==> src/rtl/cal_ld_pkg.sv <==
package cal_ld_pkg;
  localparam int          WORD_W   = 32;
  localparam logic [31:0] CRC_POLY = 32'h04C11DB7;

  typedef enum logic [2:0] {
    ST_IDLE, ST_HDR, ST_PAY, ST_CHECK, ST_COMMIT, ST_FALLBK, ST_DONE
  } ld_state_t;

  typedef enum logic [2:0] {
    RSN_OK  = 3'd0,
    RSN_CRC = 3'd1,
    RSN_VER = 3'd2,
    RSN_UID = 3'd3,
    RSN_TMO = 3'd4
  } ld_reason_t;

  // Shift one word into the CRC register, most significant bit first.
  function automatic logic [31:0] crc32_word(input logic [31:0] c_in,
                                             input logic [31:0] d);
    logic [31:0] c;
    c = c_in;
    for (int b = 31; b >= 0; b--) begin
      if (c[31] ^ d[b]) c = {c[30:0], 1'b0} ^ CRC_POLY;
      else              c = {c[30:0], 1'b0};
    end
    return c;
  endfunction
endpackage

==> src/rtl/cal_ld_crc.sv <==
module cal_ld_crc
  import cal_ld_pkg::*;
(
  input  logic              clk,
  input  logic              rst_n,
  input  logic              init_i,
  input  logic              upd_i,
  input  logic [WORD_W-1:0] word_i,
  output logic [31:0]       crc_o
);
  always_ff @(posedge clk) begin
    if (!rst_n || init_i) crc_o <= '1;
    else if (upd_i)       crc_o <= crc32_word(crc_o, word_i);
  end

  // every load begins from the all-ones register value
  a_r3_crc_seed: assert property (@(posedge clk) disable iff (!rst_n)
    init_i |=> crc_o == 32'hFFFF_FFFF);
endmodule

==> src/rtl/cal_ld_tmo.sv <==
module cal_ld_tmo #(
  parameter int LIMIT = 1024
) (
  input  logic clk,
  input  logic rst_n,
  input  logic arm_i,
  input  logic kick_i,
  output logic expire_o
);
  localparam int CW = (LIMIT > 2) ? $clog2(LIMIT) : 1;
  localparam logic [CW-1:0] CNT_MAX = CW'(LIMIT - 1);

  logic [CW-1:0] cnt_q;

  always_ff @(posedge clk) begin
    if (!rst_n || !arm_i || kick_i) cnt_q <= '0;
    else if (cnt_q != CNT_MAX)      cnt_q <= cnt_q + 1'b1;
  end

  assign expire_o = arm_i && !kick_i && (cnt_q == CNT_MAX);

  // the loader leaves its read states right after expiry
  a_r7_expire_exit: assert property (@(posedge clk) disable iff (!rst_n)
    expire_o |=> !arm_i);
endmodule

==> src/rtl/cal_ld_bank.sv <==
module cal_ld_bank
  import cal_ld_pkg::*;
#(
  parameter int                N_COEF   = 8,
  parameter int                AW       = 4,
  parameter int                BASE     = 2,
  parameter logic [WORD_W-1:0] DEF_COEF = 32'h0001_0000
) (
  input  logic                     clk,
  input  logic                     rst_n,
  input  logic                     wr_en_i,
  input  logic [AW-1:0]            wr_idx_i,
  input  logic [WORD_W-1:0]        wr_data_i,
  input  logic                     commit_i,
  input  logic                     dflt_i,
  output logic [N_COEF*WORD_W-1:0] coef_o
);
  for (genvar i = 0; i < N_COEF; i++) begin : g_word
    logic [WORD_W-1:0] stage_q;
    logic [WORD_W-1:0] run_q;

    always_ff @(posedge clk) begin
      if (!rst_n)                                         stage_q <= '0;
      else if (wr_en_i && wr_idx_i == AW'(i + BASE))      stage_q <= wr_data_i;
    end

    always_ff @(posedge clk) begin
      if (!rst_n)        run_q <= DEF_COEF;
      else if (commit_i) run_q <= stage_q;
      else if (dflt_i)   run_q <= DEF_COEF;
    end

    assign coef_o[i*WORD_W +: WORD_W] = run_q;
  end

  // the runtime set moves only on a commit or a fallback
  a_r8_bank_hold: assert property (@(posedge clk) disable iff (!rst_n)
    !commit_i && !dflt_i |=> $stable(coef_o));
endmodule

==> src/rtl/cal_coef_loader.sv <==
module cal_coef_loader
  import cal_ld_pkg::*;
#(
  parameter int          N_COEF   = 8,
  parameter int          TIMEOUT  = 1024,
  parameter logic [15:0] FMT_VER  = 16'h0003,
  parameter logic [15:0] DEF_ID   = 16'h0000,
  parameter logic [31:0] DEF_COEF = 32'h0001_0000,
  localparam int         AW       = $clog2(N_COEF + 3)
) (
  input  logic                     clk,
  input  logic                     rst_n,
  input  logic                     start_i,
  input  logic [31:0]              dev_uid_i,
  output logic                     rd_req_o,
  input  logic                     rd_ready_i,
  output logic [AW-1:0]            rd_addr_o,
  input  logic                     rd_rvalid_i,
  input  logic [31:0]              rd_rdata_i,
  output logic [N_COEF*WORD_W-1:0] coef_o,
  output logic [15:0]              active_id_o,
  output logic                     crc_ok_o,
  output logic                     fallback_o,
  output logic [2:0]               reason_o,
  output logic                     busy_o,
  output logic                     done_o
);
  localparam logic [AW-1:0] LAST = AW'(N_COEF + 2);

  ld_state_t   state_q;
  ld_reason_t  rsn_q, rsn_out_q;
  logic [AW-1:0] idx_q;
  logic        waiting_q, por_q, crc_chk_q, crc_ok_q, fb_q;
  logic [31:0] hdr_q, uid_q, crcw_q, crc_val;
  logic [15:0] act_id_q;
  logic        reading, beat, go, tmo_exp, crc_match;

  assign reading   = (state_q == ST_HDR) || (state_q == ST_PAY);
  assign beat      = reading && waiting_q && rd_rvalid_i;
  assign go        = ((state_q == ST_IDLE) && (por_q || start_i)) ||
                     ((state_q == ST_DONE) && start_i);
  assign crc_match = (~crc_val == crcw_q);

  cal_ld_crc u_crc (
    .clk(clk), .rst_n(rst_n), .init_i(go),
    .upd_i(beat && idx_q != LAST), .word_i(rd_rdata_i), .crc_o(crc_val)
  );

  cal_ld_tmo #(.LIMIT(TIMEOUT)) u_tmo (
    .clk(clk), .rst_n(rst_n), .arm_i(reading),
    .kick_i(rd_rvalid_i), .expire_o(tmo_exp)
  );

  cal_ld_bank #(.N_COEF(N_COEF), .AW(AW), .BASE(2), .DEF_COEF(DEF_COEF)) u_bank (
    .clk(clk), .rst_n(rst_n), .wr_en_i(beat), .wr_idx_i(idx_q),
    .wr_data_i(rd_rdata_i), .commit_i(state_q == ST_COMMIT),
    .dflt_i(state_q == ST_FALLBK), .coef_o(coef_o)
  );

  always_ff @(posedge clk) begin
    if (!rst_n) begin
      state_q   <= ST_IDLE;
      idx_q     <= '0;
      waiting_q <= 1'b0;
      por_q     <= 1'b1;
      hdr_q     <= '0;
      uid_q     <= '0;
      crcw_q    <= '0;
      rsn_q     <= RSN_OK;
      rsn_out_q <= RSN_OK;
      crc_chk_q <= 1'b0;
      crc_ok_q  <= 1'b0;
      fb_q      <= 1'b0;
      act_id_q  <= DEF_ID;
    end else begin
      unique case (state_q)
        ST_IDLE, ST_DONE: if (go) begin
          state_q   <= ST_HDR;
          idx_q     <= '0;
          waiting_q <= 1'b0;
          por_q     <= 1'b0;
        end
        ST_HDR, ST_PAY: begin
          if (tmo_exp) begin
            rsn_q     <= RSN_TMO;
            crc_chk_q <= 1'b0;
            state_q   <= ST_FALLBK;
          end else begin
            if (rd_req_o && rd_ready_i) waiting_q <= 1'b1;
            if (beat) begin
              waiting_q <= 1'b0;
              idx_q     <= idx_q + 1'b1;
              if (idx_q == '0) hdr_q <= rd_rdata_i;
              if (idx_q == AW'(1)) begin
                uid_q   <= rd_rdata_i;
                state_q <= ST_PAY;
              end
              if (idx_q == LAST) begin
                crcw_q  <= rd_rdata_i;
                state_q <= ST_CHECK;
              end
            end
          end
        end
        ST_CHECK: begin
          crc_chk_q <= crc_match;
          if (!crc_match)                 rsn_q <= RSN_CRC;
          else if (hdr_q[31:16] != FMT_VER) rsn_q <= RSN_VER;
          else if (uid_q != dev_uid_i)    rsn_q <= RSN_UID;
          else                            rsn_q <= RSN_OK;
          state_q <= (crc_match && hdr_q[31:16] == FMT_VER && uid_q == dev_uid_i)
                     ? ST_COMMIT : ST_FALLBK;
        end
        ST_COMMIT: begin
          fb_q      <= 1'b0;
          rsn_out_q <= RSN_OK;
          crc_ok_q  <= crc_chk_q;
          act_id_q  <= hdr_q[15:0];
          state_q   <= ST_DONE;
        end
        ST_FALLBK: begin
          fb_q      <= 1'b1;
          rsn_out_q <= rsn_q;
          crc_ok_q  <= crc_chk_q;
          act_id_q  <= DEF_ID;
          state_q   <= ST_DONE;
        end
        default: state_q <= ST_IDLE;
      endcase
    end
  end

  assign rd_req_o    = reading && !waiting_q;
  assign rd_addr_o   = idx_q;
  assign busy_o      = (state_q != ST_IDLE) && (state_q != ST_DONE);
  assign done_o      = (state_q == ST_DONE);
  assign active_id_o = act_id_q;
  assign crc_ok_o    = crc_ok_q;
  assign fallback_o  = fb_q;
  assign reason_o    = rsn_out_q;

  // a stalled request keeps its valid and address
  a_r10_req_hold: assert property (@(posedge clk) disable iff (!rst_n)
    rd_req_o && !rd_ready_i |=> rd_req_o && $stable(rd_addr_o));
  // requests never run past the CRC word
  a_r2_addr_range: assert property (@(posedge clk) disable iff (!rst_n)
    rd_req_o |-> rd_addr_o <= LAST);
  // a committed result always carries a clean status
  a_r3_commit_status: assert property (@(posedge clk) disable iff (!rst_n)
    done_o && !fallback_o |-> crc_ok_o && reason_o == 3'd0);
  // a fallback always names a reason
  a_r4_fallback_reason: assert property (@(posedge clk) disable iff (!rst_n)
    done_o && fallback_o |-> reason_o != 3'd0);
  // reported status holds while a load runs
  a_r8_status_hold: assert property (@(posedge clk) disable iff (!rst_n)
    busy_o && $past(busy_o) |-> $stable(active_id_o) && $stable(fallback_o)
                                && $stable(reason_o) && $stable(crc_ok_o));
endmodule

==> config.mk <==
export PLATFORM = sky130hd
export DESIGN_NAME = cal_coef_loader
export DESIGN_NICKNAME = d
export VERILOG_FILES = /design/src/rtl/cal_ld_pkg.sv /design/src/rtl/cal_ld_crc.sv /design/src/rtl/cal_ld_tmo.sv /design/src/rtl/cal_ld_bank.sv /design/src/rtl/cal_coef_loader.sv
export SDC_FILE = /design/constraint.sdc
export NUM_CORES = 1
export LEC_CHECK = 0
export ABC_AREA = 1
export BUFFER_PORTS_ARGS = -buffer_cell sky130_fd_sc_hd__buf_2
export CAP_MARGIN = 25
export CORE_UTILIZATION = 60
export CTS_BUF_LIST = sky130_fd_sc_hd__clkbuf_8
export CTS_CLUSTER_DIAMETER = 50
export CTS_CLUSTER_SIZE = 8
export DETAILED_ROUTE_END_ITERATION = 10
export PLACE_DENSITY_LB_ADDON = 0.15
export SLEW_MARGIN = 20
export SYNTH_ARGS = -nofsm -noshare
export SYNTH_HDL_FRONTEND = slang
export SYNTH_HIERARCHICAL = 1
export SYNTH_SLANG_ARGS = --single-unit
==> constraint.sdc <==
create_clock -name clk -period 5.6 [get_ports clk]
set_input_delay 0.28 -clock clk [delete_from_list [all_inputs] [get_ports clk]]
set_output_delay 0.28 -clock clk [all_outputs]
set_load 0.05 [all_outputs]
== After elaboration in Yosys (flattened, before gate mapping) ==
Index checks and enable logic that the tools add are counted.

* Equal/unequal tests: 32
* $add $sub $neg: 2
* Reductions and logical operators: 47
* Bitwise logic cells: 66
* Mux-type cells: 129

{| class="wikitable"
|+ Operators by type and width
! operator !! count
|-
| 32-bit 2-to-1 mux || 71
|-
| 27-bit 2-to-1 mux || 32
|-
| 14-bit NOT || 32
|-
| 32-bit equality test || 2
|-
| 32-bit != test || 1
|-
| 32-bit NOT || 1
|-
| 16-bit case mux with 2 select lines || 1
|-
| 1-bit bitwise XOR || 32
|-
| 1-bit logical AND || 20
|-
| 4-bit AND reduction || 5
|-
| 3-bit 2-to-1 mux || 6
|-
| 16-bit by 2-bit equality test with 1-bit output (second input constant) || 1
|-
| 4-bit by 3-bit equality test with 1-bit output (second input constant) || 4
|-
| 16-bit by 2-bit != test with 1-bit output (second input constant) || 1
|-
| 4-bit equality test (second input constant) || 3
|-
| 4-bit 2-to-1 mux || 3
|-
| 3-bit case mux with 2 select lines || 2
|-
| 3-bit case mux with 4 select lines || 1
|-
| 10-bit by 1-bit adder with 10-bit output (second input constant) || 1
|-
| 10-bit equality test (second input constant) || 1
|-
| 10-bit != test (second input constant) || 1
|-
| 3-bit equality test (second input constant) || 3
|-
| 3-bit != test (second input constant) || 3
|-
| 4-bit by 2-bit equality test with 1-bit output (second input constant) || 2
|-
| other kinds (21) || 47
|}

* Output and inout port bits: 284
* Register bits after elaboration: 684

== Depth between registers and ports, before layout ==
* Depth after elaboration: 129
* Depth in mapped cells: 29
* Mapped depth without buffers: 29

== By module ==
Netlist, hierarchy kept.

{| class="wikitable"
|+ Modules (own cells, without submodules)
! module !! cells an instance !! area each (um^2) !! instances
|-
| cal_ld_bank || 2526 || 18495.2 || 1
|-
| cal_ld_crc || 1109 || 6277.3 || 1
|-
| cal_coef_loader || 864 || 6037.0 || 1
|-
| cal_ld_tmo || 75 || 530.5 || 1
|}

== Worst setup path after synthesis ==
OpenSTA, ideal clock, no wires.

* Path type: flip-flop to flip-flop
* Start: reg idx_q[1] (netlist: rd_addr_o[1])
* End: reg u_crc.crc_o[31]
* Stages on the path, launching flop included: 10
* Data arrival time: 2508 ps
* Path buffers: 3
* Path slack: 2961 ps
* Path through: dfxtp_1 ha_1 nand3_1 inv_1 clkbuf_1 nor2_1 inv_1 buf_1 clkbuf_1 o21ai_0

* Cells in the longest elaborated chain, start to end: 2

{| class="wikitable"
|+ RTL lines
! element !! RTL line !! source
|-
| from (decl) || cal_coef_loader.sv:32 || <nowiki>logic [AW-1:0] idx_q;</nowiki>
|-
| from (signal assigned) || cal_coef_loader.sv:92 || <nowiki>idx_q <= idx_q + 1'b1;</nowiki>
|-
| 4-bit != test || cal_coef_loader.sv:46 || <nowiki>.upd_i(beat && idx_q != LAST), .word_i(rd_rdata_i), .crc_o(crc_val)</nowiki>
|-
| 1-bit logical AND || cal_coef_loader.sv:46 ||
|-
| to (signal assigned) || cal_ld_crc.sv:13 || <nowiki>else if (upd_i) crc_o <= crc32_word(crc_o, word_i);</nowiki>
|-
| to (decl) || cal_ld_crc.sv:9 || <nowiki>output logic [31:0] crc_o</nowiki>
|}

Every way passes these cells.
A chain may end at the register's enable or synchronous reset.

== Final worst setup path ==
* Start: reg u_crc.crc_o[28]
* End: reg u_crc.crc_o[9]

* Cells in the longest elaborated chain, start to end: 97

{| class="wikitable"
|+ RTL lines
! element !! RTL line !! source
|-
| 32-bit 2-to-1 mux (*) || cal_ld_crc.sv:13 ||
|-
| 32-bit 2-to-1 mux (*) || cal_ld_crc.sv:12 || <nowiki>if (!rst_n || init_i) crc_o <= '1;</nowiki>
|-
| 32-bit 2-to-1 mux (*) || cal_ld_crc.sv:13 ||
|-
| 32-bit 2-to-1 mux (*) || cal_ld_crc.sv:12 ||
|-
| 32-bit 2-to-1 mux (*) || cal_ld_crc.sv:13 ||
|-
| 32-bit 2-to-1 mux (*) || cal_ld_crc.sv:12 ||
|-
| 1-bit bitwise XOR (*) || cal_ld_pkg.sv:23 || <nowiki>if (c[31] ^ d[b]) c = {c[30:0], 1'b0} ^ CRC_POLY;</nowiki>
|-
| 27-bit 2-to-1 mux (*) || cal_ld_pkg.sv:23 ||
|-
| (+81 left out) || -- ||
|-
| 27-bit 2-to-1 mux or 32-bit 2-to-1 mux (tied branches) || cal_ld_pkg.sv:23, cal_ld_crc.sv:12 ||
|-
| 32-bit 2-to-1 mux (*) || cal_ld_crc.sv:13 ||
|-
| 32-bit 2-to-1 mux (*) || cal_ld_crc.sv:12 ||
|-
| 14-bit NOT (no source line) or 1-bit bitwise XOR (tied branches) || -- ||
|-
| 27-bit 2-to-1 mux (*) || cal_ld_pkg.sv:23 ||
|-
| 32-bit 2-to-1 mux (*) || cal_ld_crc.sv:13 ||
|-
| 32-bit 2-to-1 mux (*) || cal_ld_crc.sv:12 ||
|-
| 27-bit 2-to-1 mux (*) || cal_ld_pkg.sv:23 ||
|}

Every way passes the cells marked *; elsewhere a longest branch is shown, timed or not. The select of a mux whose other input is x is not followed.

==> results.sh <==
export IMPL_end_kind="register"
export IMPL_yosys_top_cells_area="dfxtp_1 (44%), nand2_1 (20%), nor2_1 (7.1%), a21oi_1 (6.6%), nand3_1 (3.0%)"
export IMPL_r2r_start="u_crc/crc_o[28]$_SDFFE_PP1P_"
export IMPL_p_leak_nw=15.6
export IMPL_synth_seq_cells=684
export IMPL_dr_total_vias=30300
export IMPL_slew_viol_final=0
export IMPL_netlist_area_um2=31300
export IMPL_reg2reg_to="u_crc/crc_o[9]$_SDFFE_PP1P_"
export IMPL_yosysWarnings=6
export IMPL_cts_root_buf="clkbuf_8"
export IMPL_setup_tns_ns=0
export IMPL_path_class="register to register"
export IMPL_final_cell_mix="nand2_1 (1670), dfxtp_1 (684), nor2_1 (590)"
export IMPL_synth_largest_area_cell="dfxtp_1"
export IMPL_cts_tree="built"
export IMPL_layout_commonest_cell="nand2_1"
export IMPL_synth_fp_nets=4648
export IMPL_drc=0
export IMPL_worstRegToRegCells=20
export IMPL_cts_made_buffers=98
export IMPL_ys_flop_type="dfxtp_1"
export IMPL_syn_inst=4574
export IMPL_grt_pass1_wl_mm=152
export IMPL_dieArea_um2=53200
export IMPL_insertion_delay_ns=0.73
export IMPL_ys_seq_area_share_pct=43.7
export IMPL_postRouteAntennaNets=0
export IMPL_cp_required_ns=6.20
export IMPL_async_reset_ff_share_pct=0
export IMPL_first_pass_iters=6
export IMPL_max_slew_margin_pct=28.9
export IMPL_setup_violations=0
export IMPL_area_delta_synth_final_pct=12.0
export IMPL_via_per_inst=5.44
export IMPL_rsz0062_at_grt="no"
export IMPL_hpwl_mm=67.5
export IMPL_irDropWorstVdd_uv=479
export IMPL_finalClockSkew_ns=0.0351
export IMPL_cts_setup_buffers=0
export IMPL_synth_edff_count=0
export IMPL_hp_start="rd_rdata_i[1]"
export IMPL_clk_pin_slew_ns=0.07
export IMPL_gp_congestion=0.973
export IMPL_n_fill_cell=4716
export IMPL_dieHeight_um=231
export IMPL_yosysTopAreaCellShare_pct=43.7
export IMPL_fin_crit_sh_pct=65.5
export IMPL_period_minus_slack_ns=3.67
export IMPL_hold_path_endpoint="uid_q[1]$_SDFFE_PN0P_"
export IMPL_wl_per_cell_um=18.2
export IMPL_power_density_nw_per_um2=403
export IMPL_crit_fanout=11
export IMPL_antenna_found_initial=1
export IMPL_die_w_um=231
export IMPL_drt_iter0_drc=2974
export IMPL_htreeDepth=3
export IMPL_max_cap_viol_count=0
export IMPL_grt_overflow=0
export IMPL_initial_core_util_pct=60.8
export IMPL_rrSetupSlack_ns=1.93
export IMPL_portBuffers=352
export IMPL_clock_sinks=684
export IMPL_power_mw=14.1
export IMPL_syn_avg_cell_area_um2=6.85
export IMPL_nets=4936
export IMPL_cp_start_kind="register"
export IMPL_core_um2=51500
export IMPL_globalRouteTotalUtil_pct=37.0
export IMPL_io_pin_count=353
export IMPL_arrival_ns=4.27
export IMPL_tightest_slew_ns=1.07
export IMPL_drt_total_wl_mm=101
export IMPL_drive_above_1_share_pct=14.4
export IMPL_hold_class="input port to register"
export IMPL_grt_start_max_net_pins=143
export IMPL_finalHoldViolations=0
export IMPL_status="finished, final reports clean"
export IMPL_rows=83
export IMPL_hold_depth=3
export IMPL_max_freq_mhz=273
export IMPL_first_global_vias=26900
export IMPL_synthDistinctLibCells=46
export IMPL_clk_path_buf_depth=3
## flip-flops by register name, summed over array words and instances (netlist names), 3 cells and up
register / flops
u_bank/g_word.run_q: 256
u_crc/crc_o: 32
reason_o: 3
rsn_q: 3
active_id_o: 16
state_q: 3
u_tmo/cnt_q: 10
uid_q: 32
crcw_q: 32
hdr_q: 32
u_bank/g_word.stage_q: 256
rd_addr_o: 4
## worst max-delay path by stage
stage / start / to / slack (ns) / cells after the start
global route: u_crc/crc_o[28]$_SDFFE_PP1P_ / u_crc/crc_o[9]$_SDFFE_PP1P_ / 1.63 / 20
detailed placement: rd_rdata_i[28] / u_crc/crc_o[9]$_SDFFE_PP1P_ / 1.93 / 22
floorplan: rd_addr_o[1]$_SDFFE_PN0P_ / u_crc/crc_o[31]$_SDFFE_PP1P_ / 2.96 / 9
CTS: u_crc/crc_o[28]$_SDFFE_PP1P_ / u_crc/crc_o[9]$_SDFFE_PP1P_ / 1.98 / 20
global placement: rd_rdata_i[28] / u_crc/crc_o[9]$_SDFFE_PP1P_ / 1.93 / 22
finish: u_crc/crc_o[28]$_SDFFE_PP1P_ / u_crc/crc_o[9]$_SDFFE_PP1P_ / 1.93 / 20
## cell families after synthesis
family | synth area share, %
buffers and inverters | 6.63
XOR/XNOR | 4.21
AO/OA/AOI/OAI | 8.22
AND/OR/NAND/NOR | 37.0
adder cells (fa/ha/maj) | 0.200
flip-flops | 43.7
## synth_stat cells, drive strengths merged (5+ instances only)
library cell,n
a21oi,412
buf,144
clkbuf,79
dfxtp,684
ha,5
inv,276
nand2,1795
nand3,214
nand3b,14
nand4,77
nor2,609
nor3,10
o21ai,80
o22ai,8
or2,7
xnor2,51
xor2,92
## power breakdown
| group | internal, mW | total (mW) | switching, mW |
|---|---|---|---|
| clock network | 1.74 | 3.55 | 1.82 |
| logic | 1.59 | 5.56 | 3.97 |
| registers | 4.94 | 5.03 | 0.0878 |
## per-layer routing
layer	track usage [%]	vias to the layer above	routed length [µm]
li1	-	14900	-
met1	47.9	14000	41300
met2	59.2	1218	46100
met3	6.29	235	8030
met4	19.0	0	5480
met5	0	-	0
## worst max-delay path, stage by stage (launching register included)
cell     delay (ns)
dfxtp_1        0.45
nand2_1        0.07
nand2_1        0.43
nand2_1        0.26
nand2_4        0.20
nand2_1        0.07
nand2_1        0.06
nand3_1        0.08
nand2_2        0.17
nand2_1        0.09
nand2_2        0.11
nand2_2        0.07
nand2_2        0.09
nand2_2        0.07
nand2_4        0.12
nand3_1        0.16
nand2_2        0.18
xor2_1         0.45
nand2_1        0.15
a21oi_1        0.17
o21ai_1        0.08
## layout make-up
cell class,count,area [µm²],share of cell area (%)
Multi-Input combinational cell,3390,15600,44.4
Sequential cell,684,13700,39.0
Tap cell,680,851,2.42
Antenna cell,1,2.50,0.00713
Clock buffer,102,1400,4.00
Timing Repair Buffer,411,2340,6.66
Inverter,277,1050,3.00
Clock inverter,14,174,0.495
## repair_timing
action	4_1_cts	5_1_grt
resized for setup	0	0
endpoints found under the hold margin	75	0
hold buffers	31	0
## per-stage QoR
step	area (µm²)	util (%)	setup slack [ns]	hold WS, ns	instances
after floorplan	31300	-	2.96	0.424	4574
after global placement	33200	64.4	1.93	0.433	5408
after detailed placement	33200	64.4	1.93	0.438	5409
after CTS	35100	68.1	1.98	0.00919	5556
after global routing	35100	68.2	1.63	0.0119	5559
final	35100	68.2	1.93	0.0616	5559
No activity file was read; power rests on OpenSTA's default activity.
